**src/rtl/mfb_pkg.sv**
```systemverilog
package mfb_pkg;
  typedef enum logic {EDGE_FALL = 1'b0, EDGE_RISE = 1'b1} edge_kind_e;

  localparam int STROBE_BITS = 3;
  localparam int CS_BIT = 0;
  localparam int RD_BIT = 1;
  localparam int WR_BIT = 2;
  localparam logic [STROBE_BITS-1:0] STROBE_IDLE = '1;
endpackage

```
**src/rtl/mfb_delay_line.sv**
```systemverilog
module mfb_delay_line #(
  parameter int WIDTH = 1,
  parameter int STAGES = 2,
  parameter logic [WIDTH-1:0] RST_VAL = '0
) (
  input  logic             clk,
  input  logic             rst_n,
  input  logic [WIDTH-1:0] din,
  output logic [WIDTH-1:0] dout
);
  logic [WIDTH-1:0] stage_q [STAGES];

  for (genvar i = 0; i < STAGES; i++) begin : g_stage
    if (i == 0) begin : g_first
      always_ff @(posedge clk or negedge rst_n) begin
        if (!rst_n) stage_q[i] <= RST_VAL;
        else        stage_q[i] <= din;
      end
    end else begin : g_next
      always_ff @(posedge clk or negedge rst_n) begin
        if (!rst_n) stage_q[i] <= RST_VAL;
        else        stage_q[i] <= stage_q[i-1];
      end
    end
  end

  assign dout = stage_q[STAGES-1];
endmodule

```
**src/rtl/mfb_edge.sv**
```systemverilog
module mfb_edge
  import mfb_pkg::*;
#(
  parameter edge_kind_e KIND = EDGE_FALL,
  parameter logic RST_LEVEL = 1'b1
) (
  input  logic clk,
  input  logic rst_n,
  input  logic level,
  output logic pulse
);
  logic prev_q;

  always_ff @(posedge clk or negedge rst_n) begin
    if (!rst_n) prev_q <= RST_LEVEL;
    else        prev_q <= level;
  end

  if (KIND == EDGE_RISE) begin : g_rise
    assign pulse = level & ~prev_q;
  end else begin : g_fall
    assign pulse = ~level & prev_q;
  end
endmodule

```
**src/rtl/mfb_read_path.sv**
```systemverilog
module mfb_read_path
  import mfb_pkg::*;
#(
  parameter int DATA_W = 8
) (
  input  logic              clk,
  input  logic              rst_n,
  input  logic              cs_s,
  input  logic              rd_s,
  input  logic              pop_valid,
  input  logic [DATA_W-1:0] pop_data,
  output logic              pop_ready,
  output logic [DATA_W-1:0] hold_q
);
  logic rd_fall;

  mfb_edge #(.KIND(EDGE_FALL), .RST_LEVEL(1'b1)) rd_edge_i (
    .clk   (clk),
    .rst_n (rst_n),
    .level (rd_s),
    .pulse (rd_fall)
  );

  assign pop_ready = rd_fall & ~cs_s;

  always_ff @(posedge clk or negedge rst_n) begin
    if (!rst_n)                       hold_q <= '0;
    else if (pop_ready && pop_valid)  hold_q <= pop_data;
  end

  // one pop request per access, never two cycles in a row
  assert_pop_single_R2: assert property (@(posedge clk) disable iff (!rst_n)
    pop_ready |=> !pop_ready);

  // a pop request only while the synchronized chip select is active
  assert_pop_needs_cs_R7: assert property (@(posedge clk) disable iff (!rst_n)
    pop_ready |-> !cs_s);

  // holding register moves only on an accepted pop
  assert_hold_stable_R3: assert property (@(posedge clk) disable iff (!rst_n)
    !(pop_ready && pop_valid) |=> $stable(hold_q));
endmodule

```
**src/rtl/mfb_write_path.sv**
```systemverilog
module mfb_write_path
  import mfb_pkg::*;
#(
  parameter int DATA_W = 8
) (
  input  logic              clk,
  input  logic              rst_n,
  input  logic              cs_s,
  input  logic              wr_s,
  input  logic [DATA_W-1:0] wdata_d,
  input  logic              push_ready,
  output logic              push_valid,
  output logic [DATA_W-1:0] push_data,
  output logic              overflow
);
  logic wr_rise;
  logic sel_q;
  logic [DATA_W-1:0] cap_q;
  logic ovf_q;

  mfb_edge #(.KIND(EDGE_RISE), .RST_LEVEL(1'b1)) wr_edge_i (
    .clk   (clk),
    .rst_n (rst_n),
    .level (wr_s),
    .pulse (wr_rise)
  );

  // remember that chip select was active during the strobe
  always_ff @(posedge clk or negedge rst_n) begin
    if (!rst_n)               sel_q <= 1'b0;
    else if (wr_rise)         sel_q <= 1'b0;
    else if (!wr_s && !cs_s)  sel_q <= 1'b1;
  end

  // sample the delayed bus only while the delayed strobe is low
  always_ff @(posedge clk or negedge rst_n) begin
    if (!rst_n)     cap_q <= '0;
    else if (!wr_s) cap_q <= wdata_d;
  end

  assign push_valid = wr_rise & sel_q;
  assign push_data  = cap_q;

  always_ff @(posedge clk or negedge rst_n) begin
    if (!rst_n)                         ovf_q <= 1'b0;
    else if (push_valid && !push_ready) ovf_q <= 1'b1;
  end

  assign overflow = ovf_q;

  // one push offer per access
  assert_push_single_R4: assert property (@(posedge clk) disable iff (!rst_n)
    push_valid |=> !push_valid);

  // a refused offer raises the flag
  assert_drop_flags_R5: assert property (@(posedge clk) disable iff (!rst_n)
    (push_valid && !push_ready) |=> overflow);

  // the flag never clears without reset
  assert_overflow_sticky_R5: assert property (@(posedge clk) disable iff (!rst_n)
    overflow |=> overflow);
endmodule

```
**src/rtl/mcu_fifo_bridge.sv**
```systemverilog
module mcu_fifo_bridge
  import mfb_pkg::*;
#(
  parameter int DATA_W = 8,
  parameter int SYNC_STAGES = 2
) (
  input  logic              clk,
  input  logic              rst_n,
  input  logic              mcu_cs_n,
  input  logic              mcu_rd_n,
  input  logic              mcu_wr_n,
  input  logic [DATA_W-1:0] mcu_wdata,
  output logic [DATA_W-1:0] mcu_rdata,
  output logic              mcu_rdata_oe,
  output logic              pop_ready,
  input  logic              pop_valid,
  input  logic [DATA_W-1:0] pop_data,
  output logic              push_valid,
  input  logic              push_ready,
  output logic [DATA_W-1:0] push_data,
  output logic              overflow
);
  logic [STROBE_BITS-1:0] strobe_raw;
  logic [STROBE_BITS-1:0] strobe_s;
  logic [DATA_W-1:0]      wdata_d;
  logic [DATA_W-1:0]      hold_q;

  assign strobe_raw[CS_BIT] = mcu_cs_n;
  assign strobe_raw[RD_BIT] = mcu_rd_n;
  assign strobe_raw[WR_BIT] = mcu_wr_n;

  mfb_delay_line #(
    .WIDTH   (STROBE_BITS),
    .STAGES  (SYNC_STAGES),
    .RST_VAL (STROBE_IDLE)
  ) strobe_sync_i (
    .clk   (clk),
    .rst_n (rst_n),
    .din   (strobe_raw),
    .dout  (strobe_s)
  );

  // data delayed by the same depth so samples line up with the strobe
  mfb_delay_line #(
    .WIDTH   (DATA_W),
    .STAGES  (SYNC_STAGES),
    .RST_VAL ('0)
  ) wdata_delay_i (
    .clk   (clk),
    .rst_n (rst_n),
    .din   (mcu_wdata),
    .dout  (wdata_d)
  );

  mfb_read_path #(.DATA_W(DATA_W)) read_i (
    .clk       (clk),
    .rst_n     (rst_n),
    .cs_s      (strobe_s[CS_BIT]),
    .rd_s      (strobe_s[RD_BIT]),
    .pop_valid (pop_valid),
    .pop_data  (pop_data),
    .pop_ready (pop_ready),
    .hold_q    (hold_q)
  );

  mfb_write_path #(.DATA_W(DATA_W)) write_i (
    .clk        (clk),
    .rst_n      (rst_n),
    .cs_s       (strobe_s[CS_BIT]),
    .wr_s       (strobe_s[WR_BIT]),
    .wdata_d    (wdata_d),
    .push_ready (push_ready),
    .push_valid (push_valid),
    .push_data  (push_data),
    .overflow   (overflow)
  );

  assign mcu_rdata_oe = ~mcu_cs_n & ~mcu_rd_n;
  assign mcu_rdata    = mcu_rdata_oe ? hold_q : '0;
endmodule

```
**config.mk**
```make
export PLATFORM = sky130hd
export DESIGN_NAME = mcu_fifo_bridge
export DESIGN_NICKNAME = d
export VERILOG_FILES = /design/src/rtl/mfb_pkg.sv /design/src/rtl/mfb_delay_line.sv /design/src/rtl/mfb_edge.sv /design/src/rtl/mfb_read_path.sv /design/src/rtl/mfb_write_path.sv /design/src/rtl/mcu_fifo_bridge.sv
export SDC_FILE = /design/constraint.sdc
export NUM_CORES = 1
export LEC_CHECK = 0
export ABC_AREA = 1
export BUFFER_PORTS_ARGS = -buffer_cell sky130_fd_sc_hd__buf_2
export CAP_MARGIN = 20
export CORE_MARGIN = 8
export CORE_UTILIZATION = 40
export CTS_CLUSTER_SIZE = 14
export DETAILED_ROUTE_END_ITERATION = 8
export GPL_TIMING_DRIVEN = 0
export PLACE_DENSITY = 0.66
export SYNTH_ARGS = -nofsm -noshare
export SYNTH_HDL_FRONTEND = slang
export SYNTH_HIERARCHICAL = 1
export SYNTH_SLANG_ARGS = --single-unit
```
**constraint.sdc**
```tcl
create_clock -name clk -period 1.1 [get_ports clk]
set_input_delay 0.055 -clock clk [delete_from_list [all_inputs] [get_ports clk]]
set_output_delay 0.055 -clock clk [all_outputs]
set_load 0.01 [all_outputs]
```
==> flow_summary_export.csv <==
group,metric,value,unit
global_routing,gr-max-usage-layer,"met2",
layout,syn_to_final_growth,36.0,%
critical_path,cp_top_family,"flip-flops",
detailed_routing,vias,1028,
synth,syn_inst,138,
detailed_routing,viasPerCell,4.08,
critical_path,crit_chain,"inv_2 -> nor2_2 -> nand2_1 -> inv_1 -> buf_2",
placement,dp_hpwl,2.03,mm
critical_path,reg2reg_slack,-0.13,ns
layout,stdcell_area,2130,um^2
run,maxCapViolCount,0,
global_routing,use_met2,0.153,
critical_path,end_kind,"output pin",
synth,yosysSeqAreaShare,0.678,
synth,synth_top_area_frac,0.544,
timing,rsz0062_at_grt,"true",
power,power.total,3360,uW
floorplan,ioPinCount,43,
floorplan,fp-row-count,22,
global_routing,global_route.usage.met1,0.104,
placement,postPlaceCellArea,1830,um^2
critical_path,path_max_fanout,2,
timing,finClkSkew,0.00172,ns
placement,place_congestion,0.763,
power,power.share.clock,0.352,
layout,drive_above_1_share,0.471,
power,internal_power,2570,uW
timing,period_share,1.14,
power,swShare,0.235,
critical_path,regToRegStartpoint,"read_i/rd_edge_i/prev_q",
clocking,clockBufferDepth,2,
global_routing,antenna_found_initial,0,
synth,yosysMostFrequentCell,"dfrtp_1",
power,p_leak,0.00111,uW
critical_path,critPathArrivalTime,1.20,ns
timing,fin_crit,1.25,ns
global_routing,met3_usage,0.0330,
synth,ys_ff_latch,42,
global_routing,grt_usage,0.0956,
detailed_routing,drt_iter0_markers,44,
detailed_routing,antenna_left,0,
critical_path,critPathSlowestCell,"dfstp_2",
run_status,violations,"setup timing",
global_routing,grt_pass1_vias,1066,
power,p_switching,788,uW
synth,yosysTopAreaCell,"dfrtp_1",
synth,yosys_warnings,6,
synth,synth_area_per_cell,11.3,um^2
power,ir_worst_vdd,757,uV
timing,worst_pin_slew,0.531,ns
floorplan,dieArea,6170,um^2
layout,fill_cells,325,
power,power_frac_seq,0.521,
layout,fin_nets,226,
min_path,whs_path_depth,3,
min_path,hp-start,"pop_data[1]",
detailed_routing,drt_pass1_iterations,2,
clocking,cts.sinks,42,
clocking,cts-htree-levels,2,
run_status,outcome,"finished, violations left",
floorplan,start_util,0.421,
timing,fin_tns_setup,-1.22,ns
critical_path,path_class,"reg -> out",
critical_path,worst-r2r-cell-count,6,
timing,hold_viol,0,
global_routing,grt_pass1_wl,4.68,mm
detailed_routing,routed_wl,2.73,mm
clocking,cts_tree,"built",
synth,ys_types,14,
critical_path,required,1.04,ns
placement,place_ws,-0.0510,ns
floorplan,die_w,78.6,um
synth,netlist_top_cells_area,"dfrtp_1 (54%), dfstp_2 (13%), nand2_1 (6.0%)",
synth,syn-num-nets,161,
timing,timing.slew.headroom,0.646,
critical_path,critPathLaunchType,"flop",
timing,max_freq,799,MHz
clocking,root_buffer,"clkbuf_8",
layout,diodes,0,
timing,setup_ws,-0.151,ns
synth,synth-edff-count,0,
floorplan,die_y,78.6,um
detailed_routing,drc,0,
critical_path,slowest_delay,0.55,ns
min_path,min_to,"read_i/hold_q[1]",
synth,syn_area,1570,um^2
power,power_density,1580,nW/um^2
synth,synthFlopType,"dfrtp_1",
timing,slew_violations,0,
power,p_comb_frac,0.128,
floorplan,core_area,3720,um^2
synth,ys_async_sr_fraction,1.00,
detailed_routing,wl_per_cell,10.8,um
clocking,insertion_delay,0.29,ns
global_routing,grt.overflow.total,0,
global_routing,grt_max_degree,43,
placement,port_buffers,41,
timing,hold-worst-slack,0.0160,ns
clocking,path_clk_slew,0.08,ns
synth,ys_top_cells_by_count,"dfrtp_1 (34), nand2_1 (25), inv_1 (21)",
clocking,numCtsBuffers,5,
timing,finalSetupViolCount,10,
critical_path,r2r_end,"read_i/hold_q[7]",
critical_path,worstPathBufferInverterCount,3,
min_path,hold_class,"in -> reg",
-- per-stage QoR --
step	util	instances
after floorplan	-	138
final	0.573	252
after global placement	0.493	227
after CTS	0.560	249
after detailed placement	0.493	227
after global routing	0.573	252
-- routing by layer --
layer  vias up  share of wire
met3         6          0.059
met1       458           0.43
met2        27           0.48
met4         0          0.023
li1        537              -
met5         -              0
-- state kept, by name, summed over array words and instances, names as in the netlist, 3 cells and up --
name,cells
wdata_delay_i/dout,8
read_i/hold_q,8
write_i/push_data,8
wdata_delay_i/stage_q,8
strobe_sync_i/dout,3
strobe_sync_i/stage_q,3
-- worst min-delay path, delay by kind of cell --
family,cells,cell delay [ns]
buf+inv,1,0.07
simple gates,2,0.15
-- placed cells by master, fill, tap and decap left out, types with 2 or more instances in the layout --
cell type | Yosys | final
dfstp_2 | 8 | 8
nor2_2 | 10 | 10
o21ai_1 | 0 | 6
clkbuf_8 | 0 | 5
nor2_1 | 4 | 3
nand2_1 | 25 | 24
dfrtp_1 | 34 | 34
buf_4 | 11 | 13
buf_6 | 3 | 5
buf_2 | 0 | 40
dlygate4sd3_1 | 0 | 13
inv_1 | 21 | 18
nand4_1 | 8 | 8
inv_2 | 3 | 6
clkinvlp_4 | 0 | 2
-- cell families (layout without fill, tap and decap cells) --
logic type      count (synthesis)  after routing  share of synthesized area
compound gates                  9              9                     0.0304
buf+inv                        38            104                      0.132
flops                          42             42                      0.678
simple gates                   49             49                      0.160
-- what timing repair did --
item | in CTS | in global routing
hold buffers | 13 | 0
cloned | 0 | 1
gates resized for setup | 2 | 19
endpoints found under the hold margin | 46 | 0
buffers inserted | 2 | 3
setup endpoints to repair | 10 | 46
pin swaps | 1 | 1
-- cell type report --
type,count,area [um^2],area share
Buffer,12,97.6,0.0459
Tap cell,48,60.1,0.0282
Clock inverter,3,45.0,0.0212
Inverter,24,90.1,0.0423
Timing Repair Buffer,60,394,0.185
Sequential cell,42,1060,0.499
Multi-Input combinational cell,58,312,0.146
Clock buffer,5,68.8,0.0323
-- power by group through the flow --
stage / combinational, uW / clock [uW] / sequential (uW)
final: 429 / 1180 / 1750
after global routing: 487 / 1290 / 1760
after CTS: 414 / 1220 / 1750
after detailed placement: 376 / 0 / 1780
after global placement: 362 / 0 / 1770
after floorplan: 205 / 0 / 1780
-- worst max-delay path by stage --
stage / startpoint / to / cells past startpoint / slack, ns
floorplan: read_i/rd_edge_i/prev_q / read_i/hold_q[0] / 6 / 0.04
global placement: read_i/rd_edge_i/prev_q / read_i/hold_q[1] / 6 / -0.02
detailed placement: read_i/rd_edge_i/prev_q / read_i/hold_q[7] / 6 / -0.05
CTS: read_i/rd_edge_i/prev_q / pop_ready / 6 / -0.23
global route: read_i/rd_edge_i/prev_q / pop_ready / 5 / -0.22
finish: strobe_sync_i/dout[2] / push_valid / 5 / -0.15
Note: power is estimated with default switching activity, not from simulation.
